===== config.mk =====
export PLATFORM = sky130hd
export DESIGN_NAME = spi_byte_master
export DESIGN_NICKNAME = d
export VERILOG_FILES = /design/src/rtl/spi_bm_pkg.sv /design/src/rtl/spi_bm_regs.sv /design/src/rtl/spi_bm_baud.sv /design/src/rtl/spi_bm_shifter.sv /design/src/rtl/spi_byte_master.sv
export SDC_FILE = /design/constraint.sdc
export NUM_CORES = 1
export LEC_CHECK = 0
export BUFFER_PORTS_ARGS = -buffer_cell sky130_fd_sc_hd__buf_4
export CORE_MARGIN = 2
export CORE_UTILIZATION = 48
export CTS_CLUSTER_SIZE = 20
export DETAILED_ROUTE_END_ITERATION = 10
export GPL_TIMING_DRIVEN = 0
export PLACE_DENSITY = 0.65
export SETUP_SLACK_MARGIN = 0.05
export SYNTH_ARGS = -nofsm -noshare
export SYNTH_HDL_FRONTEND = slang
export SYNTH_SLANG_ARGS = --single-unit

===== constraint.sdc =====
create_clock -name clk -period 6.2 [get_ports clk]
set_clock_uncertainty 0.2 [all_clocks]
set_input_delay 0.31 -clock clk [delete_from_list [all_inputs] [get_ports clk]]
set_output_delay 0.31 -clock clk [all_outputs]
set_load 0.02 [all_outputs]

===== src/rtl/spi_bm_pkg.sv =====
package spi_bm_pkg;

  localparam int ADDR_W = 5;
  localparam int BYTE_W = 8;

  localparam logic [ADDR_W-1:0] OFS_CTRL  = 5'h00;
  localparam logic [ADDR_W-1:0] OFS_RSVD  = 5'h01;
  localparam logic [ADDR_W-1:0] OFS_BAUD  = 5'h04;
  localparam logic [ADDR_W-1:0] OFS_STAT  = 5'h05;
  localparam logic [ADDR_W-1:0] OFS_DATA  = 5'h09;
  localparam logic [ADDR_W-1:0] OFS_PORT  = 5'h0D;
  localparam logic [ADDR_W-1:0] OFS_DIR   = 5'h10;

  localparam int SEL_BIT = 3;
  localparam logic [BYTE_W-1:0] PORT_RST = 8'h08;

  // control byte, bit 7 down to bit 0
  typedef struct packed {
    logic ie;
    logic en;
    logic rsv;
    logic mst;
    logic pol;
    logic pha;
    logic sso;
    logic lsb;
  } ctrl_t;

  typedef struct packed {
    logic done;
    logic coll;
    logic fault;
  } flags_t;

endpackage


===== src/rtl/spi_bm_regs.sv =====
module spi_bm_regs
  import spi_bm_pkg::*;
#(
  parameter int PRE_W       = 3,
  parameter int SHF_W       = 3,
  parameter int SYNC_STAGES = 2
) (
  input  logic              clk,
  input  logic              rst_n,
  input  logic [ADDR_W-1:0] addr,
  input  logic              wr,
  input  logic              rd,
  input  logic [BYTE_W-1:0] wdata,
  output logic [BYTE_W-1:0] rdata,
  input  logic              busy,
  input  logic              done,
  input  logic [BYTE_W-1:0] rx_byte,
  input  logic              ss_n_in,
  output ctrl_t             ctrl,
  output logic [PRE_W-1:0]  pre,
  output logic [SHF_W-1:0]  shf,
  output logic              start,
  output logic [BYTE_W-1:0] tx_byte,
  output logic              ss_n_out,
  output logic              ss_n_oe,
  output flags_t            flags,
  output logic              fault_evt
);

  logic [BYTE_W-1:0]      port_q, dir_q, rx_q;
  logic [SYNC_STAGES-1:0] sync_q;
  logic                   ss_sync;
  logic                   armed_q;
  flags_t                 arm_mask_q, set_v, clr_v;
  logic                   wr_ctrl, wr_baud, wr_data, wr_port, wr_dir;
  logic                   rd_stat, rd_data, sel_is_out;

  assign wr_ctrl = wr && (addr == OFS_CTRL);
  assign wr_baud = wr && (addr == OFS_BAUD);
  assign wr_data = wr && (addr == OFS_DATA);
  assign wr_port = wr && (addr == OFS_PORT);
  assign wr_dir  = wr && (addr == OFS_DIR);
  assign rd_stat = rd && (addr == OFS_STAT);
  assign rd_data = rd && (addr == OFS_DATA);

  // pin synchronizer
  always_ff @(posedge clk or negedge rst_n) begin
    if (!rst_n) sync_q <= '1;
    else        sync_q <= {sync_q[SYNC_STAGES-2:0], ss_n_in};
  end
  assign ss_sync = sync_q[SYNC_STAGES-1];

  assign sel_is_out = dir_q[SEL_BIT] | ctrl.sso;
  assign fault_evt  = ctrl.en & ctrl.mst & ~sel_is_out & ~ss_sync;
  assign start      = wr_data & ctrl.en & ctrl.mst & ~busy & ~fault_evt;
  assign tx_byte    = wdata;
  assign ss_n_out   = port_q[SEL_BIT];
  assign ss_n_oe    = sel_is_out;

  // control, baud and port registers
  always_ff @(posedge clk or negedge rst_n) begin
    if (!rst_n) begin
      ctrl   <= '0;
      pre    <= '0;
      shf    <= '0;
      port_q <= PORT_RST;
      dir_q  <= '0;
    end else begin
      if (wr_ctrl) begin
        ctrl     <= ctrl_t'(wdata);
        ctrl.rsv <= 1'b0;
      end
      if (fault_evt) begin
        ctrl.en  <= 1'b0;
        ctrl.mst <= 1'b0;
      end
      if (wr_baud) begin
        pre <= wdata[4 +: PRE_W];
        shf <= wdata[0 +: SHF_W];
      end
      if (wr_port) port_q <= wdata;
      if (wr_dir)  dir_q  <= wdata;
    end
  end

  // flag set / two-step clear
  always_comb begin
    set_v.done  = done;
    set_v.coll  = wr_data & busy;
    set_v.fault = fault_evt;
    clr_v       = (rd_data && armed_q) ? arm_mask_q : '0;
  end

  always_ff @(posedge clk or negedge rst_n) begin
    if (!rst_n) begin
      flags      <= '0;
      armed_q    <= 1'b0;
      arm_mask_q <= '0;
      rx_q       <= '0;
    end else begin
      flags <= (flags & ~clr_v) | set_v;
      if (rd_stat) begin
        armed_q    <= |flags;
        arm_mask_q <= flags;
      end else if (rd_data) begin
        armed_q <= 1'b0;
      end
      if (done) rx_q <= rx_byte;
    end
  end

  always_comb begin
    rdata = '0;
    unique case (addr)
      OFS_CTRL: rdata = ctrl;
      OFS_BAUD: begin
        rdata[4 +: PRE_W] = pre;
        rdata[0 +: SHF_W] = shf;
      end
      OFS_STAT: rdata = {flags.done, flags.coll, 1'b0, flags.fault, 4'b0000};
      OFS_DATA: rdata = rx_q;
      OFS_PORT: rdata = port_q;
      OFS_DIR:  rdata = dir_q;
      default:  rdata = '0;
    endcase
  end

endmodule


===== src/rtl/spi_bm_baud.sv =====
module spi_bm_baud #(
  parameter int PRE_W = 3,
  parameter int SHF_W = 3
) (
  input  logic             clk,
  input  logic             rst_n,
  input  logic             run,
  input  logic [PRE_W-1:0] pre,
  input  logic [SHF_W-1:0] shf,
  output logic             tick
);

  localparam int CNT_W = PRE_W + (1 << SHF_W);

  logic [CNT_W-1:0] cnt_q, half;

  assign half = ({{(CNT_W-PRE_W){1'b0}}, pre} + CNT_W'(1)) << shf;
  assign tick = run && (cnt_q == half - CNT_W'(1));

  always_ff @(posedge clk or negedge rst_n) begin
    if (!rst_n)          cnt_q <= '0;
    else if (!run||tick) cnt_q <= '0;
    else                 cnt_q <= cnt_q + CNT_W'(1);
  end

endmodule


===== src/rtl/spi_bm_shifter.sv =====
module spi_bm_shifter #(
  parameter int BITS = 8
) (
  input  logic            clk,
  input  logic            rst_n,
  input  logic            start,
  input  logic [BITS-1:0] tx,
  input  logic            cpol,
  input  logic            cpha,
  input  logic            lsb,
  input  logic            abort,
  input  logic            tick,
  input  logic            miso,
  output logic            busy,
  output logic            sck,
  output logic            mosi,
  output logic            done,
  output logic [BITS-1:0] rx
);

  localparam int EDGES = 2 * BITS;
  localparam int IDX_W = $clog2(EDGES);

  logic [IDX_W-1:0] idx_q;
  logic [BITS-1:0]  tx_sr, rx_sr, tx_ord, rx_next, rx_fin, rx_out;
  logic             sample, shift, last;

  // bit-order adapters
  always_comb begin
    for (int i = 0; i < BITS; i++) begin
      tx_ord[i] = lsb ? tx[BITS-1-i] : tx[i];
      rx_out[i] = lsb ? rx_fin[BITS-1-i] : rx_fin[i];
    end
  end

  assign sample  = (idx_q[0] == cpha);
  assign last    = (idx_q == IDX_W'(EDGES-1));
  assign shift   = (idx_q[0] != cpha) && !last;
  assign rx_next = {rx_sr[BITS-2:0], miso};
  assign rx_fin  = sample ? rx_next : rx_sr;

  always_ff @(posedge clk or negedge rst_n) begin
    if (!rst_n) begin
      busy  <= 1'b0;
      sck   <= 1'b0;
      mosi  <= 1'b0;
      done  <= 1'b0;
      idx_q <= '0;
      tx_sr <= '0;
      rx_sr <= '0;
      rx    <= '0;
    end else begin
      done <= 1'b0;
      if (abort) begin
        busy <= 1'b0;
        sck  <= cpol;
      end else if (start) begin
        busy  <= 1'b1;
        idx_q <= '0;
        sck   <= cpol;
        if (!cpha) begin
          mosi  <= tx_ord[BITS-1];
          tx_sr <= tx_ord << 1;
        end else begin
          tx_sr <= tx_ord;
        end
      end else if (busy && tick) begin
        sck <= ~sck;
        if (sample) rx_sr <= rx_next;
        if (shift) begin
          mosi  <= tx_sr[BITS-1];
          tx_sr <= tx_sr << 1;
        end
        if (last) begin
          busy <= 1'b0;
          done <= 1'b1;
          rx   <= rx_out;
        end else begin
          idx_q <= idx_q + IDX_W'(1);
        end
      end else if (!busy) begin
        sck <= cpol;
      end
    end
  end

endmodule


===== src/rtl/spi_byte_master.sv =====
module spi_byte_master
  import spi_bm_pkg::*;
#(
  parameter int PRE_W       = 3,
  parameter int SHF_W       = 3,
  parameter int SYNC_STAGES = 2
) (
  input  logic              clk,
  input  logic              rst_n,
  input  logic [ADDR_W-1:0] bus_addr,
  input  logic              bus_wr,
  input  logic              bus_rd,
  input  logic [BYTE_W-1:0] bus_wdata,
  output logic [BYTE_W-1:0] bus_rdata,
  output logic              sck,
  output logic              mosi,
  input  logic              miso,
  input  logic              ss_n_in,
  output logic              ss_n_out,
  output logic              ss_n_oe,
  output logic              irq_done,
  output logic              irq_fault
);

  ctrl_t             ctrl_q;
  flags_t            flags_q;
  logic [PRE_W-1:0]  pre_q;
  logic [SHF_W-1:0]  shf_q;
  logic              xfer_start, eng_busy, eng_done, half_tick, fault_evt;
  logic [BYTE_W-1:0] tx_byte, rx_byte;

  spi_bm_regs #(
    .PRE_W(PRE_W), .SHF_W(SHF_W), .SYNC_STAGES(SYNC_STAGES)
  ) u_regs (
    .clk(clk), .rst_n(rst_n),
    .addr(bus_addr), .wr(bus_wr), .rd(bus_rd), .wdata(bus_wdata), .rdata(bus_rdata),
    .busy(eng_busy), .done(eng_done), .rx_byte(rx_byte), .ss_n_in(ss_n_in),
    .ctrl(ctrl_q), .pre(pre_q), .shf(shf_q), .start(xfer_start), .tx_byte(tx_byte),
    .ss_n_out(ss_n_out), .ss_n_oe(ss_n_oe), .flags(flags_q), .fault_evt(fault_evt)
  );

  spi_bm_baud #(.PRE_W(PRE_W), .SHF_W(SHF_W)) u_baud (
    .clk(clk), .rst_n(rst_n), .run(eng_busy), .pre(pre_q), .shf(shf_q), .tick(half_tick)
  );

  spi_bm_shifter #(.BITS(BYTE_W)) u_shift (
    .clk(clk), .rst_n(rst_n), .start(xfer_start), .tx(tx_byte),
    .cpol(ctrl_q.pol), .cpha(ctrl_q.pha), .lsb(ctrl_q.lsb),
    .abort(fault_evt), .tick(half_tick), .miso(miso),
    .busy(eng_busy), .sck(sck), .mosi(mosi), .done(eng_done), .rx(rx_byte)
  );

  assign irq_done  = ctrl_q.ie & flags_q.done;
  assign irq_fault = ctrl_q.ie & flags_q.fault;

endmodule


==> results.json, run 1 <==
{
  "fin_crit_ns": 4.23,
  "gp_congestion": 0.866,
  "synth_top_area_frac": 0.418,
  "wirelength_um": 12100,
  "power.share.clock": 0.219,
  "min_from": "bus_wdata[3]",
  "ys_top_cells_by_area": "dfrtp_1 42%, mux2_2 15%, nand2_1 2.7%",
  "pin_count": 33,
  "hold_viol": 0,
  "cts_buffer_depth": 2,
  "nets": 539,
  "whs_ns": 0.0422,
  "synth-main-ff-cell": "dfrtp_1",
  "antenna_left": 0,
  "arrival_ns": 4.27,
  "grt_max_degree": 90,
  "htree_levels": 3,
  "place_worst_setup_slack_ns": 2.02,
  "die_x_um": 108,
  "via_per_inst": 6.05,
  "critPathKind": "reg2reg",
  "clock_sinks": 89,
  "syn-num-nets": 497,
  "cp-startpoint": "u_regs.pre[1]",
  "synth_top_area_cell": "dfrtp_1",
  "start_util": 0.496,
  "power.switching_mw": 0.740,
  "worst_slack_ns": 1.97,
  "yosysSeqAreaShare": 0.434,
  "cp-start-kind": "flip-flop",
  "endpoint_kind": "flip-flop",
  "antenna_found_initial": 0,
  "synth_top_family_by_area": "multiplexers",
  "r2r-start": "u_regs.pre[1]",
  "outcome": "completed",
  "io_buffers": 29,
  "switching_share": 0.378,
  "final_util": 0.557,
  "area_growth_pct": 12.2,
  "fmax_mhz": 237,
  "wl_per_cell_um": 18.4,
  "worst_pin_slew_ns": 1.18,
  "leakage_nw": 2.66,
  "fillCellCount": 922,
  "synthAdderAreaFrac": 0.00973,
  "die_y_um": 108,
  "vdd_drop_max_mv": 0.236,
  "synth_mux_area_frac": 0.203,
  "firstDrtPassIters": 5,
  "netlist_instances": 474,
  "setup_tns_ns": 0,
  "cts_tree": "done",
  "yosysMostFrequentCell": "dfrtp_1",
  "dp_hpwl_um": 8630,
  "slew_violations": 0,
  "fin_area_mm2": 0.00577,
  "ys_ff_latch": 89,
  "layout.cells.non_filler": 657,
  "critPathMaxFanout": 10,
  "clkLatencyLatePin_ns": 0.36,
  "post_cts_resize_count": 0,
  "p_per_area_mw_per_mm2": 339,
  "power_frac_seq": 0.401,
  "antenna_cells": 0,
  "multi_input_area_mm2": 0.00277,
  "timing.slew.headroom": 0.204,
  "grt_usage": 0.221,
  "synth_cell_types": 64,
  "setup-violations-final": 0,
  "coreArea_mm2": 0.0104,
  "min_period_over_period": 0.682,
  "drive_gt1_frac": 0.278,
  "power.total_mw": 1.96,
  "combPwrFrac": 0.381,
  "dp.cells": 639,
  "synth_edf_count": 0,
  "synth_common_cells": "86 x dfrtp_1, 70 x mux2_2, 37 x nand2_1",
  "grt_pass1_wl_um": 19900,
  "power.internal_mw": 1.22,
  "postSynthAreaPerCell_um2": 10.9,
  "cts_inserted_buffers": 9,
  "synth_xor_area_frac": 0.0438,
  "via_count": 3978,
  "cap_viol_max_count": 0,
  "grt_overflow": 0,
  "die-area_mm2": 0.0116,
  "path_clk_slew_ns": 0.10,
  "dpl_cell_area_mm2": 0.00553,
  "cp.required_ns": 6.25,
  "ys_warn_count": 0,
  "first_global_vias": 3936,
  "yosys.area_share.simple": 0.166,
  "async_flop_share": 1.00,
  "row_count": 37,
  "regArea_mm2": 0.00223,
  "drt_iter0_markers": 298,
  "drc": 0,
  "hp-class": "in2reg",
  "synth_compound_area_frac": 0.116,
  "rsz0062_at_grt": "false",
  "syn_area_mm2": 0.00514,
  "clockRootBuffer": "clkbuf_8"
}
-- worst max-delay path: stages, from the launching register on --
cell and delay [ns]:
dfrtp_1 0.47, ha_1 0.37, nand2b_1 0.18, nand2_1 0.12, nand2_1 0.12, ha_1 0.19
inv_1 0.06, a221o_1 0.37, a221o_1 0.34, o31ai_2 0.39, nand4b_4 0.26, clkbuf_1 0.30
o21ai_0 0.37, buf_2 0.29, nor2_1 0.07
-- power by group through the flow --
| stage | sequential [mW] | combinational (mW) | clock, mW |
|---|---|---|---|
| finish | 0.785 | 0.746 | 0.429 |
| global route | 0.801 | 0.830 | 0.467 |
| CTS | 0.784 | 0.746 | 0.442 |
| detailed placement | 0.795 | 0.741 | 0 |
| global placement | 0.790 | 0.725 | 0 |
| floorplan | 0.771 | 0.575 | 0 |
-- registers in the layout, summed over array words and instances, names as in the netlist --
signal             cells
u_regs.pre             3
u_regs.arm_mask_q      3
u_shift.idx_q          4
u_shift.rx             8
u_regs.rx_q            8
u_shift.tx_sr          8
u_regs.sync_q          2
u_regs.port_q          8
u_regs.armed_q         1
u_shift.busy           1
u_baud.cnt_q          11
u_shift.sck            1
u_shift.rx_sr          8
u_regs.shf             3
u_shift.mosi           1
u_shift.done           1
u_regs.ctrl            7
u_regs.flags           3
u_regs.dir_q           8
-- layout make-up --
cell class                 instances  share of cell area
tap                              136              0.0295
sequential                        89               0.387
clock buffer                       9              0.0215
clock inverter                     7              0.0165
buffer                            24              0.0191
inverter                          10             0.00650
timing repair buffer              31              0.0412
multi-input combinational        351               0.479
-- routing by layer --
metal,up-vias,track usage,share of wire
met5,-,0,0
met2,96,0.364,0.50
met3,15,0.0448,0.036
met4,0,0.0586,0.013
met1,2017,0.297,0.45
li1,1850,-,-
-- worst paths after layout --
kind                                     to  slack (ns)  depth (start not counted)
setup / recovery            u_baud.cnt_q[7]        1.97                         14
hold / removal             u_regs.port_q[3]        0.04                          2
setup reg to reg            u_baud.cnt_q[7]        1.97                         14
hold reg to reg            u_regs.sync_q[1]        0.16                          0
max in group asynchronous    u_regs.ctrl[2]        4.59                          2
min in group asynchronous     u_regs.shf[0]        0.49                          2
-- cells in the final DEF (no fill, tap or decap), types with 9 or more instances in the layout --
cell type,n
clkbuf_1,13
nand3_1,22
mux2i_1,13
inv_1,10
dfrtp_1,86
a21oi_1,10
a22oi_1,14
nand2_1,37
xnor2_1,14
nor2_1,29
xor2_1,9
mux2_2,70
buf_4,30
clkbuf_8,9
nor3_1,13
-- logic make-up (layout without fill, tap and decap cells) --
| logic type | Yosys count | in the layout |
|---|---|---|
| AOI/OAI and AO/OA | 76 | 76 |
| DFF | 89 | 89 |
| and+or+nand+nor | 158 | 158 |
| adders and majority gates | 4 | 4 |
| xor gates and xnor gates | 24 | 24 |
| muxes | 89 | 89 |
| buffers and inverters | 34 | 81 |
-- timing repair --
| item | in CTS | in global routing |
|---|---|---|
| hold endpoints to repair | 2 | 0 |
| hold buffers | 2 | 0 |
| buffers inserted | 0 | 0 |
No activity file was read; power rests on OpenSTA's default activity.
==> inputs of run 2 (changes only) <==
--- a/config.mk
+++ b/config.mk
@@ -11,7 +11,7 @@
 export CTS_CLUSTER_SIZE = 20
 export DETAILED_ROUTE_END_ITERATION = 10
 export GPL_TIMING_DRIVEN = 0
-export PLACE_DENSITY = 0.65
+export PLACE_DENSITY = 0.68
 export SETUP_SLACK_MARGIN = 0.05
 export SYNTH_ARGS = -nofsm -noshare
 export SYNTH_HDL_FRONTEND = slang
==> constraint.sdc (replaced) <==
create_clock -name clk -period 3.4 [get_ports clk]
set_clock_uncertainty 0.2 [all_clocks]
set_input_delay 0.17 -clock clk [delete_from_list [all_inputs] [get_ports clk]]
set_output_delay 0.17 -clock clk [all_outputs]
set_load 0.02 [all_outputs]
==> run 2 against run 1 <==
  * The flow now finishes with violations (setup timing)
  * Flip-flop and latch count did not move
  * Via count rose by 3.5%
  * Fmax rose by 20%
  * Highest routed layer unchanged
  * Power rose by 99%
  * Sequential share of layout area fell by 3.0 points
  * Register-to-register slack got worse by 2.1 ns
  * First-iteration DRC count fell by 22%
  * Utilization rose by 4.7 points
  * Largest cell class unchanged
  * Count of clock-buffer cells in the layout did not move
  * Setup slack got worse by 2.1 ns
  * Clock power rose by 75%
  * Largest power group is now combinational logic
  * Cell count rose by 4.3%
==> results.json, run 2 (synthesis gave the netlist of run 1 again) <==
{
  "arrival_ns": 3.58,
  "drc": 0,
  "hold_viol": 0,
  "row_count": 37,
  "worst_slack_ns": -0.108,
  "worstRegToRegCells": 10,
  "cp.required_ns": 3.47,
  "cts_inserted_buffers": 9,
  "place_worst_setup_slack_ns": -0.462,
  "mostFrequentLayoutCell": "dfrtp_1",
  "clockRootBuffer": "clkbuf_8",
  "drive_gt1_frac": 0.335,
  "wirelength_um": 12800,
  "die-area_mm2": 0.0116,
  "leakage_nw": 2.85,
  "min_period_over_period": 1.03,
  "reg2reg_to": "u_shift.rx[3]",
  "via_count": 4119,
  "endpoint_kind": "flip-flop",
  "wl_per_cell_um": 18.6,
  "firstDrtPassIters": 7,
  "via_per_inst": 6.01,
  "clock_sinks": 89,
  "setup-violations-final": 26,
  "hp-class": "in2reg",
  "grt_pass1_wl_um": 21200,
  "fin_area_mm2": 0.00626,
  "die_x_um": 108,
  "fin_crit_ns": 3.51,
  "drt_iter0_markers": 231,
  "die_y_um": 108,
  "slew_violations": 0,
  "failed_checks": "setup timing",
  "dp_hpwl_um": 8600,
  "rsz0062_at_grt": "true",
  "clkLatencyLatePin_ns": 0.37,
  "io_buffers": 29,
  "grt_overflow": 0,
  "vdd_drop_max_mv": 0.371,
  "crit_end": "u_shift.rx[3]",
  "fmax_mhz": 285,
  "start_util": 0.496,
  "largest_reg_flops": 11,
  "cap_viol_max_count": 0,
  "cts_buffer_depth": 2,
  "outcome": "complete, but fails checks",
  "ff2ff_setup_slack_ns": -0.11,
  "pin_count": 33,
  "first_global_vias": 4205,
  "nets": 567,
  "area_growth_pct": 21.7,
  "htree_levels": 3,
  "r2r-start": "u_regs.pre[0]",
  "critPathMaxFanout": 8,
  "path_clk_slew_ns": 0.11,
  "cp-start-kind": "flip-flop",
  "cts_tree": "done",
  "antenna_cells": 0,
  "grt_usage": 0.236,
  "dpl_cell_area_mm2": 0.00556,
  "gp_congestion": 0.895,
  "p_per_area_mw_per_mm2": 624,
  "critPathKind": "reg2reg",
  "cp-startpoint": "u_regs.pre[0]",
  "worst_pin_slew_ns": 1.22,
  "coreArea_mm2": 0.0104,
  "antenna_left": 0,
  "layout_common_cells": "85 x dfrtp_1, 62 x mux2_2, 41 x buf_4",
  "antenna_found_initial": 0,
  "grt_max_degree": 90,
  "largest_register": "u_baud.cnt_q",
  "timing.slew.headroom": 0.180
}
run 2: changes by cell type in the layout (fill, tap and decap cells not counted), sizes merged:
cell / before / now
buf: 40 / 55
inv: 13 / 14
clkbuf: 22 / 24
bufinv: 1 / 0
dlygate4sd3: 2 / 13
run 2: critical path, cell delays in order, from the launching register on:
cell and delay [ns]:
dfrtp_1 0.44, ha_4 0.28, and3b_1 0.16, a211o_1 0.27
a221o_2 0.45, a221o_1 0.33, o31ai_4 0.24, nand4b_4 0.22
nor4_4 0.30, buf_6 0.18, mux2_2 0.34
run 2: power by group:
part           internal, mW  switching, mW
sequential             1.25          0.185
combinational         0.853          0.865
clock                 0.295          0.454
run 2: how the worst min path moves through the flow:
| stage | startpoint | endpoint | cells after the start |
|---|---|---|---|
| final | bus_addr[3] | u_regs.armed_q | 5 |
| after global routing | bus_addr[1] | u_regs.armed_q | 5 |
| after CTS | miso | u_shift.rx_sr[0] | 3 |
| after detailed placement | ss_n_in | u_regs.sync_q[0] | 1 |
| after global placement | ss_n_in | u_regs.sync_q[0] | 1 |
| after floorplan | rst_n | u_baud.cnt_q[0] | 0 |
run 2: stage by stage:
| stage | instances | power [mW] | util | TNS [ns] | hold slack [ns] |
|---|---|---|---|---|---|
| 2_1_floorplan | 474 | 2.47 | - | 0 | -0.326 |
| 3_3_place_gp | 639 | 2.77 | 0.536 | -13.37 | 0.0790 |
| 3_5_place_dp | 639 | 2.82 | 0.536 | -14.59 | 0.0796 |
| 4_1_cts | 679 | 3.78 | 0.591 | -1.79 | 0.00320 |
| 5_1_grt | 685 | 4.16 | 0.604 | -5.61 | 0.170 |
| 6_report | 685 | 3.91 | 0.604 | -1.75 | 0.106 |
run 2: timing repair:
| action | in CTS | in global routing |
|---|---|---|
| hold endpoints to repair | 120 | 1 |
| resized for setup | 36 | 15 |
| pin swaps | 7 | 6 |
| buffers inserted | 11 | 4 |
| hold buffers | 12 | 1 |
| endpoints found under the setup margin | 43 | 41 |
| gates cloned | 1 | 1 |
run 2: routing by layer:
layer,routed length [µm],vias to the layer above,global-route usage,share of wire
li1,-,1899,-,-
met1,5500,2090,0.312,0.43
met2,6390,111,0.382,0.50
met3,637,19,0.0599,0.050
met4,226,0,0.0714,0.018
met5,0,-,0,0
run 2: area by class of cell:
| class | count | area, µm² |
|---|---|---|
| Sequential cell | 89 | 2230 |
| Buffer | 24 | 150 |
| Fill cell | 864 | 4110 |
| Timing Repair Buffer | 59 | 529 |
| Tap cell | 136 | 170 |
| Clock inverter | 7 | 81.3 |
| Clock buffer | 9 | 124 |
| Multi-Input combinational cell | 351 | 2940 |
| Inverter | 10 | 37.5 |
==> inputs of run 3 (changes only) <==
--- a/config.mk
+++ b/config.mk
@@ -5,14 +5,15 @@
 export SDC_FILE = /design/constraint.sdc
 export NUM_CORES = 1
 export LEC_CHECK = 0
-export BUFFER_PORTS_ARGS = -buffer_cell sky130_fd_sc_hd__buf_4
 export CORE_MARGIN = 2
 export CORE_UTILIZATION = 48
 export CTS_CLUSTER_SIZE = 20
 export DETAILED_ROUTE_END_ITERATION = 10
+export DONT_BUFFER_PORTS = 1
 export GPL_TIMING_DRIVEN = 0
-export PLACE_DENSITY = 0.68
+export PLACE_DENSITY = 0.65
 export SETUP_SLACK_MARGIN = 0.05
 export SYNTH_ARGS = -nofsm -noshare
 export SYNTH_HDL_FRONTEND = slang
+export SYNTH_HIERARCHICAL = 1
 export SYNTH_SLANG_ARGS = --single-unit
==> run 3 against run 2 <==
  * The run still ends with setup timing left
  * First-iteration DRC count is 32% higher
  * Die area is 8.0% higher
  * Critical path depth is 5 higher
  * Critical path type unchanged
  * Critical endpoint is now u_shift/tx_sr[1]
  * Largest power group is now sequential cells
==> results.json, run 3 <==
{
  "outcome": "complete, but fails checks",
  "failed_checks": "setup timing",
  "firstDrtPassIters": 4,
  "endpoint_kind": "flip-flop",
  "ys_warn_count": 6,
  "nets": 593,
  "cts_inserted_buffers": 9,
  "area_growth_pct": 21.4,
  "hp-class": "in2reg",
  "worstRegToRegCells": 15,
  "clock_sinks": 89,
  "grt_max_degree": 90,
  "wirelength_um": 13700,
  "fillCellCount": 943,
  "fmax_mhz": 264,
  "die_y_um": 112,
  "fin_area_mm2": 0.00676,
  "wl_per_cell_um": 19.1,
  "dpl_cell_area_mm2": 0.00587,
  "syn_area_mm2": 0.00557,
  "worstPathCellList": "ha_4 -> a211oi_4 -> a31oi_4 -> a2111oi_4 -> nand4_1 -> xnor2_2 -> o31ai_2 -> a311oi_2 -> buf_4 -> and2_4 -> and3b_2 -> a21oi_4 -> a21oi_4 -> buf_6 -> mux2i_2",
  "rsz0062_at_grt": "true",
  "clockRootBuffer": "clkbuf_16",
  "critPathSlowestCell": "a2111oi_4",
  "via_count": 4207,
  "pin_count": 33,
  "place_worst_setup_slack_ns": -0.928,
  "drt_iter0_markers": 305,
  "min_period_over_period": 1.11,
  "largest_register": "u_baud/cnt_q",
  "cp_common_cell": "a21oi_4",
  "critPathKind": "reg2reg",
  "leakage_nw": 2.86,
  "worst_pin_slew_ns": 1.12,
  "cts_buffer_depth": 2,
  "start_util": 0.490,
  "clkLatencyLatePin_ns": 0.35,
  "cap_viol_max_count": 0,
  "row_count": 39,
  "hold_depth": 3,
  "layout_common_cells": "83 x dfrtp_1, 32 x mux2i_1, 31 x nand2_1",
  "p_per_area_mw_per_mm2": 598,
  "cp-start-kind": "flip-flop",
  "via_per_inst": 5.86,
  "grt_pass1_wl_um": 22600,
  "grt_usage": 0.228,
  "antenna_found_initial": 0,
  "setup-violations-final": 30,
  "worst_slack_ns": -0.391,
  "antenna_cells": 0,
  "hold_viol": 0,
  "slew_violations": 0,
  "cts_tree": "done",
  "die-area_mm2": 0.0125,
  "timing.slew.headroom": 0.250,
  "final_util": 0.595,
  "syn-num-nets": 545,
  "drive_gt1_frac": 0.313,
  "first_global_vias": 4241,
  "htree_levels": 3,
  "critPathMaxStageDelay_ns": 0.49,
  "cp.required_ns": 3.46,
  "setup_tns_ns": -8.50,
  "largest_reg_flops": 11,
  "die_x_um": 112,
  "ff2ff_setup_slack_ns": -0.39,
  "critPathMaxFanout": 5,
  "gp_congestion": 0.858,
  "netlist_instances": 522,
  "io_buffers": 0,
  "arrival_ns": 3.85,
  "antenna_left": 0,
  "path_clk_slew_ns": 0.07,
  "dp_hpwl_um": 9390,
  "fin_crit_ns": 3.79,
  "coreArea_mm2": 0.0114,
  "drc": 0,
  "mostFrequentLayoutCell": "dfrtp_1",
  "grt_overflow": 0,
  "postSynthAreaPerCell_um2": 10.7,
  "vdd_drop_max_mv": 0.359
}
## run 3: cell types whose count changed in the layout (fill, tap and decap cells not counted), moves of 8 or more
| cell | before | now |
|---|---|---|
| mux2_1 | 1 | 24 |
| mux2_2 | 62 | 23 |
| mux2i_1 | 13 | 32 |
| buf_4 | 41 | 26 |
| a21oi_1 | 10 | 18 |
| a22oi_1 | 13 | 0 |
| clkbuf_8 | 10 | 1 |
| o311a_1 | 8 | 0 |
| o221ai_2 | 0 | 8 |
| clkbuf_16 | 1 | 9 |
## run 3: metrics by stage
| step | total power [mW] | hold WS, ns | instances |
|---|---|---|---|
| 2_1_floorplan | 2.49 | -0.326 | 522 |
| 3_3_place_gp | 2.72 | -0.319 | 665 |
| 3_5_place_dp | 2.76 | -0.321 | 665 |
| 4_1_cts | 3.99 | 0.00248 | 716 |
| 5_1_grt | 4.28 | 0.0110 | 718 |
| 6_report | 4.04 | 0.0233 | 718 |
## run 3: final timing paths
| check | startpoint | to |
|---|---|---|
| min in group asynchronous | rst_n | u_shift/tx_sr[7] |
| max in group asynchronous | rst_n | u_regs/port_q[3] |
| min | bus_wr | u_regs/ctrl[4] |
| max | u_regs/pre[1] | u_shift/tx_sr[1] |
| min reg2reg | u_regs/sync_q[0] | u_regs/sync_q[1] |
| max reg2reg | u_regs/pre[1] | u_shift/tx_sr[1] |
## run 3: power by group
group          total, mW  leakage, nW  switching [mW]  internal (mW)
Sequential          1.52         1.14           0.240           1.28
Clock               1.01        0.142           0.418          0.593
Combinational       1.51         1.58           0.794          0.719
Total               4.04         2.86            1.45           2.59
## run 3: layout make-up
cell class	count	area (µm²)	area share
multi-input combinational	380	3340	0.493
inverter	18	82.6	0.0122
buffer	33	243	0.0359
sequential	89	2230	0.330
timing repair buffer	39	383	0.0566
clock inverter	5	62.6	0.00925
tap	143	179	0.0265
clock buffer	11	243	0.0359
## run 3: repair_timing
item                                    in CTS  in global routing
resized for setup                           28                 24
hold endpoints to repair                   126                  0
hold buffers                                18                  0
setup buffers                               18                  4
pin swaps                                   14                 13
endpoints found under the setup margin      42                 32
## run 3: critical path: cells and delay by family (launching register included)
family,cells,cell delay (ns)
AOI/OAI and AO/OA,7,1.44
DFF,1,0.43
and+or+nand+nor,3,0.58
buffers and inverters,2,0.32
xor gates and xnor gates,1,0.23
adders and majority gates,1,0.28
muxes,1,0.21
## run 3: routing by layer
layer  global-route usage  routed length (µm)
met4               0.0708                 188
met5                    0                   0
met1                0.324                6460
met3               0.0474                 632
met2                0.353                6400
